## src/rtl/isp_pkg.sv

```systemverilog
package isp_pkg;
  localparam logic [7:0] OP_EXT  = 8'hAC;
  localparam logic [7:0] OP_RDB  = 8'h20;
  localparam logic [7:0] OP_WRB  = 8'h40;
  localparam logic [7:0] OP_RDL  = 8'h24;
  localparam logic [7:0] OP_RDS  = 8'h28;
  localparam logic [7:0] OP_RDP  = 8'h30;
  localparam logic [7:0] OP_WRP  = 8'h50;
  localparam logic [7:0] KEY_EN  = 8'h53;
  localparam logic [7:0] ACK_EN  = 8'h69;

  typedef enum logic [2:0] {ST_OP, ST_ARG, ST_PADR, ST_PDAT, ST_DEAD} st_e;
  typedef enum logic [3:0] {
    C_NONE, C_EXT, C_EN, C_ERASE, C_LOCKW,
    C_RDB, C_WRB, C_RDL, C_RDS, C_RDP, C_WRP
  } cmd_e;

  function automatic logic [7:0] sig_byte(input logic [7:0] idx);
    case (idx)
      8'd0:    sig_byte = 8'h1E;
      8'd1:    sig_byte = 8'h51;
      8'd2:    sig_byte = 8'h06;
      default: sig_byte = 8'hFF;
    endcase
  endfunction
endpackage

```

## src/rtl/isp_shifter.sv

```systemverilog
module isp_shifter (
  input  logic       clk_i,
  input  logic       rst_ni,
  input  logic       sck_i,
  input  logic       mosi_i,
  input  logic       sess_i,
  input  logic       lock_i,
  input  logic       tx_load_i,
  input  logic [7:0] tx_byte_i,
  output logic       run_o,
  output logic       byte_done_o,
  output logic [7:0] rx_byte_o,
  output logic       miso_o
);
  logic [1:0] sck_sync, mosi_sync, sess_sync;
  logic       sck_d, sess_d, ign_q;
  logic [2:0] bit_cnt_q;
  logic [7:0] rx_q, tx_q;
  logic       miso_q, done_q;

  logic sck_s, mosi_s, sess_s, sck_rise, sess_rise, run;
  assign sck_s     = sck_sync[1];
  assign mosi_s    = mosi_sync[1];
  assign sess_s    = sess_sync[1];
  assign sck_rise  = sck_s & ~sck_d;
  assign sess_rise = sess_s & ~sess_d;
  assign run       = sess_s & sess_d & ~ign_q;

  always_ff @(posedge clk_i or negedge rst_ni) begin
    if (!rst_ni) begin
      sck_sync  <= '0;
      mosi_sync <= '0;
      sess_sync <= '0;
      sck_d     <= 1'b0;
      sess_d    <= 1'b0;
      ign_q     <= 1'b0;
    end else begin
      sck_sync  <= {sck_sync[0], sck_i};
      mosi_sync <= {mosi_sync[0], mosi_i};
      sess_sync <= {sess_sync[0], sess_i};
      sck_d     <= sck_s;
      sess_d    <= sess_s;
      if (sess_rise) ign_q <= lock_i;
    end
  end

  always_ff @(posedge clk_i or negedge rst_ni) begin
    if (!rst_ni) begin
      bit_cnt_q <= '0;
      rx_q      <= '0;
      tx_q      <= '0;
      miso_q    <= 1'b0;
      done_q    <= 1'b0;
    end else if (!run) begin
      bit_cnt_q <= '0;
      rx_q      <= '0;
      tx_q      <= '0;
      miso_q    <= 1'b0;
      done_q    <= 1'b0;
    end else begin
      done_q <= 1'b0;
      if (sck_rise) begin
        rx_q      <= {rx_q[6:0], mosi_s};
        miso_q    <= tx_q[7];
        tx_q      <= {tx_q[6:0], 1'b0};
        bit_cnt_q <= bit_cnt_q + 3'd1;
        done_q    <= (bit_cnt_q == 3'd7);
      end else if (tx_load_i) begin
        tx_q <= tx_byte_i;
      end
    end
  end

  assign run_o       = run;
  assign byte_done_o = done_q;
  assign rx_byte_o   = rx_q;
  assign miso_o      = miso_q;


  bit_cnt_reset_chk: assert property (@(posedge clk_i) disable iff (!rst_ni)
    !run |=> (bit_cnt_q == 3'd0));

  miso_hold_chk: assert property (@(posedge clk_i) disable iff (!rst_ni)
    (run && !sck_rise) |=> $stable(miso_q));
endmodule

```

## src/rtl/isp_decoder.sv

```systemverilog
module isp_decoder #(
  parameter int AW = 12
) (
  input  logic          clk_i,
  input  logic          rst_ni,
  input  logic          run_i,
  input  logic          byte_done_i,
  input  logic [7:0]    rx_i,
  input  logic [7:0]    mem_rdata_i,
  input  logic [7:0]    lock_bits_i,
  output logic          tx_load_o,
  output logic [7:0]    tx_byte_o,
  output logic [AW-1:0] mem_addr_o,
  output logic [7:0]    mem_wdata_o,
  output logic          mem_we_o,
  output logic          erase_go_o,
  output logic [7:0]    lock_set_o,
  output logic [2:0]    chg_set_o
);
  import isp_pkg::*;
  localparam int PW = AW - 8;

  st_e           st_q;
  cmd_e          cmd_q;
  logic [1:0]    idx_q;
  logic [7:0]    b2_q, b3_q, pcnt_q;
  logic [PW-1:0] page_q;
  logic          en_q, we_q, go_q, load_q;
  logic [1:0]    rd_q;
  logic [AW-1:0] addr_q;
  logic [7:0]    wd_q, tx_q, lset_q;
  logic [2:0]    cset_q;

  always_ff @(posedge clk_i or negedge rst_ni) begin
    if (!rst_ni) begin
      st_q <= ST_OP; cmd_q <= C_NONE; idx_q <= '0; b2_q <= '0; b3_q <= '0;
      pcnt_q <= '0; page_q <= '0; en_q <= 1'b0; we_q <= 1'b0; go_q <= 1'b0;
      load_q <= 1'b0; rd_q <= '0; addr_q <= '0; wd_q <= '0; tx_q <= '0;
      lset_q <= '0; cset_q <= '0;
    end else begin
      we_q   <= 1'b0;
      go_q   <= 1'b0;
      load_q <= 1'b0;
      lset_q <= '0;
      cset_q <= '0;
      rd_q   <= {rd_q[0], 1'b0};
      if (rd_q[1]) begin
        load_q <= 1'b1;
        tx_q   <= mem_rdata_i;
      end
      if (!run_i) begin
        st_q <= ST_OP;
        en_q <= 1'b0;
        rd_q <= '0;
      end else if (byte_done_i) begin
        case (st_q)
          ST_OP: begin
            idx_q <= 2'd1;
            st_q  <= en_q ? ST_ARG : ST_DEAD;
            case (rx_i)
              OP_EXT: begin cmd_q <= C_EXT; st_q <= ST_ARG; end
              OP_RDB: cmd_q <= C_RDB;
              OP_WRB: cmd_q <= C_WRB;
              OP_RDL: cmd_q <= C_RDL;
              OP_RDS: cmd_q <= C_RDS;
              OP_RDP: begin cmd_q <= C_RDP; st_q <= en_q ? ST_PADR : ST_DEAD; end
              OP_WRP: begin cmd_q <= C_WRP; st_q <= en_q ? ST_PADR : ST_DEAD; end
              default: st_q <= ST_DEAD;
            endcase
          end
          ST_ARG: begin
            idx_q <= idx_q + 2'd1;
            if (idx_q == 2'd1) begin
              b2_q <= rx_i;
              if (cmd_q == C_EXT) begin
                if (rx_i == KEY_EN) begin
                  cmd_q <= C_EN;
                  en_q  <= 1'b1;
                end else if (!en_q) st_q <= ST_DEAD;
                else if (rx_i[7:2] == 6'b111000) cmd_q <= C_LOCKW;
                else if (rx_i[7:5] == 3'b100)    cmd_q <= C_ERASE;
                else st_q <= ST_DEAD;
              end
            end else if (idx_q == 2'd2) begin
              b3_q <= rx_i;
              case (cmd_q)
                C_EN:  begin load_q <= 1'b1; tx_q <= ACK_EN; end
                C_RDL: begin load_q <= 1'b1; tx_q <= lock_bits_i; end
                C_RDS: begin
                  load_q <= 1'b1;
                  tx_q   <= (rx_i == 8'd0) ? sig_byte(b2_q & 8'h0F) : 8'hFF;
                end
                C_RDB: begin
                  addr_q <= {b2_q[PW-1:0], rx_i};
                  rd_q   <= {rd_q[0], 1'b1};
                end
                default: ;
              endcase
            end else begin
              st_q <= ST_OP;
              case (cmd_q)
                C_WRB: begin
                  addr_q    <= {b2_q[PW-1:0], b3_q};
                  wd_q      <= rx_i;
                  we_q      <= 1'b1;
                  cset_q[1] <= 1'b1;
                end
                C_LOCKW: begin
                  case (b2_q[1:0])
                    2'd1:    lset_q <= 8'h04;
                    2'd2:    lset_q <= 8'h08;
                    2'd3:    lset_q <= 8'h10;
                    default: lset_q <= 8'h00;
                  endcase
                  cset_q[2] <= 1'b1;
                end
                C_ERASE: begin
                  go_q      <= 1'b1;
                  cset_q[0] <= 1'b1;
                end
                default: ;
              endcase
            end
          end
          ST_PADR: begin
            page_q <= rx_i[PW-1:0];
            pcnt_q <= '0;
            st_q   <= ST_PDAT;
            if (cmd_q == C_RDP) begin
              addr_q <= {rx_i[PW-1:0], 8'h00};
              rd_q   <= {rd_q[0], 1'b1};
            end
          end
          ST_PDAT: begin
            pcnt_q <= pcnt_q + 8'd1;
            if (cmd_q == C_WRP) begin
              addr_q <= {page_q, pcnt_q};
              wd_q   <= rx_i;
              we_q   <= 1'b1;
            end else if (pcnt_q != 8'hFF) begin
              addr_q <= {page_q, pcnt_q + 8'd1};
              rd_q   <= {rd_q[0], 1'b1};
            end
            if (pcnt_q == 8'hFF) begin
              st_q <= ST_OP;
              if (cmd_q == C_WRP) cset_q[1] <= 1'b1;
            end
          end
          default: ;
        endcase
      end
    end
  end

  assign tx_load_o   = load_q;
  assign tx_byte_o   = tx_q;
  assign mem_addr_o  = addr_q;
  assign mem_wdata_o = wd_q;
  assign mem_we_o    = we_q;
  assign erase_go_o  = go_q;
  assign lock_set_o  = lset_q;
  assign chg_set_o   = cset_q;


  we_needs_en_chk: assert property (@(posedge clk_i) disable iff (!rst_ni)
    we_q |-> en_q);

  erase_needs_en_chk: assert property (@(posedge clk_i) disable iff (!rst_ni)
    go_q |-> en_q);

  en_clear_chk: assert property (@(posedge clk_i) disable iff (!rst_ni)
    !run_i |=> !en_q);
endmodule

```

## src/rtl/isp_erase.sv

```systemverilog
module isp_erase #(
  parameter int AW = 12
) (
  input  logic          clk_i,
  input  logic          rst_ni,
  input  logic          go_i,
  output logic          busy_o,
  output logic [AW-1:0] addr_o
);
  logic          busy_q;
  logic [AW-1:0] cnt_q;

  always_ff @(posedge clk_i or negedge rst_ni) begin
    if (!rst_ni) begin
      busy_q <= 1'b0;
      cnt_q  <= '0;
    end else if (busy_q) begin
      cnt_q <= cnt_q + 1'b1;
      if (cnt_q == '1) busy_q <= 1'b0;
    end else if (go_i) begin
      busy_q <= 1'b1;
      cnt_q  <= '0;
    end
  end

  assign busy_o = busy_q;
  assign addr_o = cnt_q;


  erase_sweep_chk: assert property (@(posedge clk_i) disable iff (!rst_ni)
    (busy_q && cnt_q != '1) |=> (busy_q && cnt_q == $past(cnt_q) + 1'b1));

  erase_start_chk: assert property (@(posedge clk_i) disable iff (!rst_ni)
    (go_i && !busy_q) |=> (busy_q && cnt_q == '0));
endmodule

```

## src/rtl/isp_state_regs.sv

```systemverilog
module isp_state_regs #(
  parameter int NF = 3
) (
  input  logic          clk_i,
  input  logic          rst_ni,
  input  logic [NF-1:0] chg_set_i,
  input  logic [NF-1:0] chg_clr_i,
  input  logic [7:0]    lock_set_i,
  output logic [NF-1:0] chg_o,
  output logic [7:0]    lock_o
);
  logic [NF-1:0] chg_q;
  logic [7:0]    lock_q;

  always_ff @(posedge clk_i or negedge rst_ni) begin
    if (!rst_ni) begin
      chg_q  <= '0;
      lock_q <= '0;
    end else begin
      chg_q  <= (chg_q & ~chg_clr_i) | chg_set_i;
      lock_q <= lock_q | lock_set_i;
    end
  end

  assign chg_o  = chg_q;
  assign lock_o = lock_q;


  chg_hold_chk: assert property (@(posedge clk_i) disable iff (!rst_ni)
    1'b1 |=> ((($past(chg_q) & ~$past(chg_clr_i)) & ~chg_q) == '0));

  lock_sticky_chk: assert property (@(posedge clk_i) disable iff (!rst_ni)
    1'b1 |=> (($past(lock_q) & ~lock_q) == 8'h00));
endmodule

```

## src/rtl/isp_cmd_slave.sv

```systemverilog
module isp_cmd_slave #(
  parameter int AW = 12
) (
  input  logic          clk_i,
  input  logic          rst_ni,
  input  logic          sess_i,
  input  logic          sck_i,
  input  logic          mosi_i,
  output logic          miso_o,
  input  logic          lock_i,
  output logic [AW-1:0] mem_addr_o,
  output logic [7:0]    mem_wdata_o,
  output logic          mem_we_o,
  input  logic [7:0]    mem_rdata_i,
  output logic [2:0]    chg_o,
  input  logic [2:0]    chg_clr_i,
  output logic [7:0]    lock_bits_o
);
  logic          run, byte_done, tx_load, dec_we, erase_go, erase_busy;
  logic [7:0]    rx_byte, tx_byte, dec_wd, lock_set;
  logic [AW-1:0] dec_addr, erase_addr;
  logic [2:0]    chg_set;

  isp_shifter u_shift (
    .clk_i, .rst_ni, .sck_i, .mosi_i, .sess_i, .lock_i,
    .tx_load_i(tx_load), .tx_byte_i(tx_byte), .run_o(run),
    .byte_done_o(byte_done), .rx_byte_o(rx_byte), .miso_o
  );

  isp_decoder #(.AW(AW)) u_dec (
    .clk_i, .rst_ni, .run_i(run), .byte_done_i(byte_done), .rx_i(rx_byte),
    .mem_rdata_i, .lock_bits_i(lock_bits_o), .tx_load_o(tx_load),
    .tx_byte_o(tx_byte), .mem_addr_o(dec_addr), .mem_wdata_o(dec_wd),
    .mem_we_o(dec_we), .erase_go_o(erase_go), .lock_set_o(lock_set),
    .chg_set_o(chg_set)
  );

  isp_erase #(.AW(AW)) u_erase (
    .clk_i, .rst_ni, .go_i(erase_go), .busy_o(erase_busy), .addr_o(erase_addr)
  );

  isp_state_regs #(.NF(3)) u_regs (
    .clk_i, .rst_ni, .chg_set_i(chg_set), .chg_clr_i, .lock_set_i(lock_set),
    .chg_o, .lock_o(lock_bits_o)
  );

  assign mem_addr_o  = erase_busy ? erase_addr : dec_addr;
  assign mem_wdata_o = erase_busy ? 8'hFF : dec_wd;
  assign mem_we_o    = erase_busy | dec_we;


  no_write_idle_chk: assert property (@(posedge clk_i) disable iff (!rst_ni)
    (!run && !erase_busy) |=> !dec_we);
endmodule

```

## config.mk

```make
export PLATFORM = sky130hd
export DESIGN_NAME = isp_cmd_slave
export DESIGN_NICKNAME = d
export VERILOG_FILES = /design/src/rtl/isp_pkg.sv /design/src/rtl/isp_shifter.sv /design/src/rtl/isp_decoder.sv /design/src/rtl/isp_erase.sv /design/src/rtl/isp_state_regs.sv /design/src/rtl/isp_cmd_slave.sv
export SDC_FILE = /design/constraint.sdc
export NUM_CORES = 1
export LEC_CHECK = 0
export BUFFER_PORTS_ARGS = -buffer_cell sky130_fd_sc_hd__buf_2
export CAP_MARGIN = 10
export CORE_ASPECT_RATIO = 0.7
export CORE_MARGIN = 3
export CORE_UTILIZATION = 45
export CTS_CLUSTER_SIZE = 30
export DETAILED_ROUTE_END_ITERATION = 12
export SLEW_MARGIN = 20
export SYNTH_ARGS = -nofsm -noshare
export SYNTH_HDL_FRONTEND = slang
export SYNTH_SLANG_ARGS = --single-unit
```

## constraint.sdc

```tcl
create_clock -name clk_i -period 2.47 [get_ports clk_i]
set_clock_uncertainty 0.15 [all_clocks]
set_input_delay 0.741 -clock clk_i [delete_from_list [all_inputs] [get_ports clk_i]]
set_output_delay 0.741 -clock clk_i [all_outputs]
set_load 0.05 [all_outputs]
```

# == Word level (Yosys, flattened, before mapping) ==
# Index checks and enable logic that the tools add are counted.
# totals
ff_bits,132
out_inout_bits,33
# op_classes
n_addsub,4
eq_ne,61
n_mux,115
bitwise_logic,13
n_reduce_logical,21
# op_table
cell,n
8-bit two-way mux,23
12-bit two-way mux,10
3-bit two-way mux,18
8-bit case mux with 3 select lines,2
1-bit two-way mux,43
12-bit case mux with 3 select lines,1
8-bit by 6-bit equality test with 1-bit output (second input constant),4
8-bit case mux with 2 select lines,2
4-bit case mux with 7 select lines,1
8-bit by 7-bit equality test with 1-bit output (second input constant),3
4-bit two-way mux,6
8-bit AND reduction,3
2-bit != test (second input constant),9
4-bit by 3-bit equality test with 1-bit output (second input constant),4
8-bit equality test (second input constant),2
8-bit logical NOT,2
5-bit != test (second input constant),3
5-bit case mux with 3 select lines,1
12-bit by 1-bit adder with 12-bit output (second input constant),1
12-bit equality test (second input constant),1
4-bit by 2-bit equality test with 1-bit output (second input constant),3
4-bit equality test (second input constant),3
4-bit != test (second input constant),3
3-bit case mux with 4 select lines,1
other kinds (40),65

# == Longest topological paths before layout ==
# Gate-level depths: netlist (run 1).
# depth
depth_word,10
mapped_depth,9
depth_no_buf,8

# == By module ==
# A second synthesis (run 1) with hierarchy kept.
# unflattened
hier_cells,619
hier_area_um2,6548.8
# modules_own_cells
module,instances,cells_per_inst,area_per_inst_um2,seq_area_each_um2
isp_decoder,1,406,4063.9,1801.7
isp_shifter,1,105,1243.7,750.7
isp_erase,1,60,670.6,325.3
isp_state_regs,1,25,359.1,275.3
isp_cmd_slave,1,23,211.5,0.0

# == Worst setup path after synthesis (run 1) ==
# OpenSTA, ideal clock, no wires.
# synth_timing
kind,register to output
start,register u_erase.busy_q (netlist: u_erase.busy_o)
end,output mem_addr_o[4]
arrival_time_ps,1852
slack_ps,-273
stages_incl_launch_ff,4
path_cell_list,dfrtp_1 > clkbuf_1 > clkbuf_1 > o21ai_0
# synth_between
elab_chain_len,1
# synth_lines
element,line,source
start: declaration,isp_erase.sv:10,logic busy_q;
start signal: assignment,isp_erase.sv:15,busy_q <= 1'b0;
start signal: assignment,isp_erase.sv:19,if (cnt_q == '1) busy_q <= 1'b0;
start signal: assignment,isp_erase.sv:21,busy_q <= 1'b1;
12-bit two-way mux,isp_cmd_slave.sv:47,assign mem_addr_o = erase_busy ? erase_addr : dec_addr;
end: declaration,isp_cmd_slave.sv:11,"output logic [AW-1:0] mem_addr_o,"
# No other way between the ends.

# == Worst setup path in the final report (run 1) ==
# layout_timing
start,register u_erase.busy_q (netlist: u_erase.busy_o)
end,output mem_addr_o[2]
# The elaborated chain is that of the path after synthesis.

==> impl_metrics.py, run 1 <==
metrics = {
    "outcome": {
        "status": "finished, final reports clean",
    },
    "setup_path": {
        "path_buf_inv": 2,
        "cp-startpoint": "u_erase.busy_o",
        "worst_setup_path_start_kind": "flip-flop",
        "rr_startpoint": "u_dec.pcnt_q[0]",
        "slowest_stage": "dfrtp_2",
        "critPathTopFamily": "flip-flops",
        "r2r_slack_ns": 0.13,
        "path_max_fanout": 20,
        "end_kind": "output port",
        "required_ns": 1.58,
        "crit_arrival_ns": 1.57,
        "crit_chain": "buf_12 -> mux2_2 -> buf_2",
        "crit_type": "reg -> out",
        "cpPeakStageDelay_ns": 0.42,
    },
    "synthesis": {
        "synth_top_cell_by_area": "dfrtp_1",
        "ys_warn_count": 0,
        "synth_area_leaders": "dfrtp_1, mux2_2, nand2_1",
        "synth_top_family_by_area": "simple AND/OR/NAND/NOR gates",
        "synth_area_per_cell_um2": 9.906,
        "synth_fa_ha_area_share_pct": 1.201,
        "synth_compound_area_share_pct": 13.13,
        "syn_inst": 631,
        "async_flop_share_pct": 100.0,
        "synth.distinct_cells": 62,
        "ys_ff_latch": 121,
        "synthSimpleGateAreaFrac_pct": 19.68,
        "yosysSeqAreaShare_pct": 48.44,
        "synth.most_common_cell": "dfrtp_1",
        "yosysTopAreaCellShare_pct": 48.44,
        "synth.mux.area_fraction_pct": 10.57,
        "synth-edff-count": 0,
        "ys_top_cells_by_count": "dfrtp_1, nand2_1, nor2_1",
        "syn-cell-area_um2": 6251,
        "synth_xor_area_share_pct": 2.242,
        "synth_ff_type": "dfrtp_1",
    },
    "placed_design": {
        "port_buffers": 44,
        "placed_cell_area_um2": 6728,
        "detailed_place_hpwl_um": 10620,
        "place_congestion": 0.8911,
    },
    "layout": {
        "final_cell_area_um2": 7383,
        "area_growth_pct": 18.11,
        "fillers": 1203,
        "nNetsFinal": 703,
        "insertedDiodeCount": 0,
        "drive_above_1_share_pct": 23.70,
    },
    "timing": {
        "hold_violations": 0,
        "max_freq_mhz": 406.3,
        "tightest_slew_ns": 0.9516,
        "setup_viol": 0,
        "finalCritPeriodShare_pct": 99.64,
        "slew_viol_final": 0,
        "maxSlewHeadroom_pct": 36.56,
        "final.min_clock_period_ns": 2.461,
        "setup_tns_ns": 0,
        "rsz0062_at_grt": "yes",
    },
    "routing": {
        "dr.pass1.iters": 5,
        "dr.first_iter.drc_count": 454,
        "vias_per_cell": 5.477,
        "wl_per_cell_um": 17.02,
        "drc": 0,
        "route.antenna.remaining_nets": 0,
        "wl_um": 14930,
        "vias": 4803,
    },
    "clock_network": {
        "worstSkewPairLatency_ns": 0.42,
        "clock-root-buffer": "clkbuf_16",
        "cts_max_level": 4,
        "path_clk_slew_ns": 0.06,
        "cts_buffers": 17,
        "cts_sinks": 121,
        "post_cts_buffers": 0,
        "hold_buffers": 0,
        "tritoncts": "yes",
        "clk_path_buf_depth": 2,
    },
    "floorplanning": {
        "die_h_um": 104.6,
        "die_w_um": 146.9,
        "die_area_um2": 15360,
        "fp-row-count": 35,
        "num_io_pins": 50,
        "start_util_pct": 46.80,
        "core_um2": 13360,
    },
    "pwr": {
        "ir_drop_mv": 0.5315,
        "powerDensity_nw_per_um2": 633.7,
        "power.leakage_nw": 3.438,
    },
    "grt": {
        "grt_overflow": 0,
        "grt_max_degree": 51,
        "grt_first_pass_wirelength_um": 24330,
        "gr-usage-all-layers_pct": 19.85,
        "grt_pass1_vias": 4538,
        "antenna_found_initial": 0,
    },
    "min_path": {
        "hold_path.class": "in -> async",
    },
    "run": {
        "maxCapViolations": 0,
    },
}
## final timing paths
kind / to / cells after the start
worst min-delay path: u_dec.erase_go_o / 1
max in group asynchronous: u_erase.busy_o / 2
worst min register to register: u_shift.mosi_sync[1] / 0
worst max register to register: u_dec.mem_addr_o[9] / 6
worst max-delay path: mem_addr_o[2] / 3
min in group clk_i: u_shift.mosi_sync[1] / 0
## cells by family after synthesis
kind of cell,count (synthesis)
simple gates,237
mux,62
flops,121
buf+inv,61
fa+ha+maj,6
compound gates,127
other cells,1
xor+xnor,16
## layer usage
layer  wire [um]  share of wire, %  track usage (%)
met5           0                 0                0
met1        7917                53            32.14
met4         183               1.2            5.906
met2        6064                41            26.45
met3         760               5.1            3.728
## area by class of cell
type / instances / area [um2] / area share [%]
clock buffer: 18 / 439.2 / 5.948
clock inverter: 13 / 168.9 / 2.288
inverter: 14 / 52.55 / 0.7117
multi-input combinational: 453 / 2950 / 39.96
sequential: 121 / 3030 / 41.04
tap: 185 / 231.5 / 3.135
timing repair buffer: 73 / 510.5 / 6.914
## where the power goes
group / switching [mW] / leakage [nW] / internal, mW
Combinational: 0.0912 / 1.49 / 0.0336
Sequential: 0.00676 / 1.65 / 2.00
Clock: 0.934 / 0.297 / 1.62
## cells in the final DEF, fill, tap and decap left out, types with 4 or more instances in the layout
| cell | netlist | layout |
|---|---|---|
| a211oi_1 | 11 | 11 |
| a21o_1 | 4 | 4 |
| a21oi_1 | 31 | 31 |
| a31oi_1 | 6 | 6 |
| and2_1 | 4 | 4 |
| and3_1 | 14 | 14 |
| buf_2 | 12 | 40 |
| buf_4 | 9 | 27 |
| clkbuf_16 | 0 | 18 |
| clkinv_4 | 0 | 4 |
| conb_1 | 1 | 5 |
| dfrtp_1 | 121 | 119 |
| ha_1 | 6 | 6 |
| inv_1 | 14 | 14 |
| mux2_1 | 4 | 4 |
| mux2_2 | 28 | 28 |
| mux2i_1 | 30 | 30 |
| nand2_1 | 84 | 84 |
| nand2b_1 | 15 | 15 |
| nand3_1 | 21 | 21 |
| nand4_1 | 5 | 5 |
| nor2_1 | 33 | 33 |
| nor2b_1 | 16 | 16 |
| nor3_1 | 8 | 8 |
| o21a_1 | 8 | 8 |
| o21ai_0 | 32 | 31 |
| o221ai_1 | 8 | 8 |
| o31ai_1 | 7 | 7 |
| or2_2 | 15 | 15 |
| xnor2_1 | 7 | 7 |
| xor2_1 | 9 | 9 |
## what timing repair did
| action | 4_1_cts | 5_1_grt |
|---|---|---|
| gates cloned | 0 | 1 |
| pin swaps | 0 | 0 |
| setup endpoints to repair | 2 | 18 |
| gates resized for setup | 2 | 7 |
## worst reg2reg max path: cells and delay by family (launching register included)
kind | cells | cell delay [ns]
buffers and inverters | 1 | 0.21
and+or+nand+nor | 2 | 0.40
muxes | 1 | 0.33
adders and majority gates | 1 | 0.28
DFF | 1 | 0.45
AOI/OAI and AO/OA | 1 | 0.41
## registers in the layout (all words and copies together) (netlist names), 4 cells and up
signal	flops
u_dec.page_q	4
u_shift.tx_q	8
u_shift.rx_byte_o	8
u_dec.pcnt_q	8
u_dec.b2_q	4
u_dec.mem_addr_o	12
u_dec.tx_byte_o	8
u_dec.b3_q	8
u_erase.addr_o	12
u_dec.cmd_q	4
u_dec.mem_wdata_o	8
## through the flow
stage               power [mW]  utilization, %  hold slack [ns]  instances  setup WS [ns]
detailed placement       2.166           50.37           0.1856        845         0.1430
global route             4.823           55.28         0.006448        877       -0.02925
global placement         2.163           50.37           0.1842        845         0.2059
CTS                      4.716           54.96         0.002541        876     -0.0001905
floorplan                2.091               -           0.1812        635         0.1088
finish                   4.679           55.28         0.004046        877       0.008884
(Power assumes the default switching activity.)
==> run 2, diff against run 1 <==
BUFFER_PORTS_ARGS = not set   (was -buffer_cell sky130_fd_sc_hd__buf_2)
CAP_MARGIN = 20   (was 10)
DONT_BUFFER_PORTS = 1   (was not set)
clock period = 2.2 ns   (was 2.47 ns; I/O delays follow)
==> impl_metrics.py, run 2 (same netlist as run 1, synthesis figures left out) <==
metrics = {
    "setup_path": {
        "crit_type": "reg -> out",
        "crit_chain": "buf_12 -> mux2_2",
        "crit_arrival_ns": 1.48,
        "rr_startpoint": "u_shift.rx_byte_o[1]",
        "r2r_slack_ns": -0.02,
        "required_ns": 1.39,
        "slowest_stage": "mux2_2",
        "cpPeakStageDelay_ns": 0.48,
        "reg2reg_depth": 6,
        "rr_endpoint": "u_dec.cmd_q[0]",
        "worst_setup_path_start_kind": "flip-flop",
        "path_max_fanout": 39,
        "end_kind": "output port",
    },
    "clock_network": {
        "worstSkewPairLatency_ns": 0.41,
        "path_clk_slew_ns": 0.06,
        "clk_path_buf_depth": 2,
        "clock-root-buffer": "clkbuf_16",
        "tritoncts": "yes",
        "cts_buffers": 17,
        "cts_max_level": 4,
        "cts_sinks": 121,
    },
    "floorplanning": {
        "die_area_um2": 15360,
        "start_util_pct": 46.80,
        "num_io_pins": 50,
        "die_w_um": 146.9,
        "die_h_um": 104.6,
        "core_um2": 13360,
        "fp-row-count": 35,
    },
    "grt": {
        "grt_pass1_vias": 4574,
        "grt_overflow": 0,
        "grt_first_pass_wirelength_um": 24460,
        "grt_max_degree": 122,
        "gr-usage-all-layers_pct": 19.97,
        "antenna_found_initial": 0,
    },
    "placed_design": {
        "detailed_place_hpwl_um": 10430,
        "placedCellCount": 818,
        "port_buffers": 0,
        "place_congestion": 0.9017,
    },
    "timing": {
        "tightest_slew_ns": 0.5745,
        "setup_tns_ns": -1.313,
        "max_freq_mhz": 437.1,
        "finalCritPeriodShare_pct": 104.0,
        "hold_violations": 121,
        "rsz0062_at_grt": "yes",
        "setup_viol": 23,
        "hold_slack_ns": -0.2140,
        "slew_viol_final": 0,
        "final.min_clock_period_ns": 2.288,
        "maxSlewHeadroom_pct": 61.70,
        "setup_ws_ns": -0.08784,
    },
    "routing": {
        "wl_um": 14980,
        "vias_per_cell": 5.596,
        "dr.pass1.iters": 5,
        "dr.first_iter.drc_count": 383,
        "route.antenna.remaining_nets": 0,
        "wl_per_cell_um": 17.46,
        "drc": 0,
        "vias": 4801,
    },
    "layout": {
        "insertedDiodeCount": 0,
        "stdcell_count": 858,
        "most-common-layout-cells": "dfrtp_1, nand2_1, buf_4",
        "area_growth_pct": 19.02,
        "fillers": 1144,
        "nNetsFinal": 683,
        "drive_above_1_share_pct": 23.03,
        "post-route-util_pct": 55.70,
        "layout_commonest_cell": "dfrtp_1",
    },
    "outcome": {
        "status": "finished with violations",
        "violations": "hold timing, setup timing",
    },
    "pwr": {
        "pwr-share-seq_pct": 43.0,
        "powerDensity_nw_per_um2": 702.7,
        "power_frac_comb_pct": 1.3,
        "ir_drop_mv": 0.5006,
        "power.switching_mw": 1.165,
        "internal_power_mw": 4.063,
        "power.leakage_nw": 3.361,
        "clock_power_share_pct": 55.7,
        "swShare_pct": 22.28,
    },
    "run": {
        "maxCapViolations": 0,
    },
    "min_path": {
        "hold_path.class": "in -> async",
    },
}
run 2: changes by cell type in the layout (fill, tap and decap cells not counted), sizes merged:
cell      change
buf          -19
inv           +3
clkbuf        -2
clkinv        -2
clkinvlp      +1
run 2: how the worst max path moves through the flow:
stage | from | endpoint
global placement | u_dec.idx_q[1] | u_dec.mem_addr_o[9]
detailed placement | u_shift.rx_byte_o[4] | u_dec.cmd_q[2]
finish | u_erase.busy_o | mem_addr_o[3]
floorplan | u_erase.busy_o | mem_addr_o[0]
global route | u_erase.busy_o | mem_addr_o[0]
CTS | u_erase.busy_o | mem_wdata_o[4]
run 2: timing repair:
item	in CTS	in global routing
gates resized for setup	1	19
pin swaps	0	8
buffers inserted	0	8
endpoints found under the hold margin	121	121
endpoints found under the setup margin	20	31
run 2: power groups by stage:
| stage | Combinational (mW) | Clock [mW] | Sequential, mW |
|---|---|---|---|
| 6_report | 0.0699 | 2.91 | 2.25 |
| 5_1_grt | 0.0768 | 3.07 | 2.25 |
| 4_1_cts | 0.0694 | 2.96 | 2.25 |
| 3_5_place_dp | 0.0687 | 0 | 2.29 |
| 3_3_place_gp | 0.0684 | 0 | 2.29 |
| 2_1_floorplan | 0.0618 | 0 | 2.29 |
run 2: layer usage:
| metal | GRT usage, % | wire (um) |
|---|---|---|
| met4 | 6.510 | 252 |
| met2 | 27.41 | 6200 |
| met5 | 0 | 0 |
| met1 | 30.95 | 7606 |
| met3 | 4.465 | 922 |
run 2: area by class of cell:
cell class,count,area (um2),share of cell area [%]
Inverter,14,52.55,0.7064
Tap cell,185,231.5,3.111
Sequential cell,121,3033,40.77
Clock inverter,15,188.9,2.540
Timing Repair Buffer,53,485.5,6.525
Multi-Input combinational cell,453,3023,40.63
Clock buffer,17,425.4,5.718
run 2: per-stage QoR:
stage | worst slack [ns] | instance area [um2] | power [mW]
2_1_floorplan | 0.0006688 | 6270 | 2.348
3_3_place_gp | 0.1320 | 6686 | 2.355
3_5_place_dp | 0.01904 | 6686 | 2.356
4_1_cts | -0.1043 | 7303 | 5.274
5_1_grt | -0.1381 | 7440 | 5.394
6_report | -0.08784 | 7440 | 5.228
run 2: critical path, delay by kind of cell (launching register included):
family                 cells  cell delay [ns]
flip-flops                 1             0.37
buffers and inverters      1             0.20
multiplexers               1             0.48
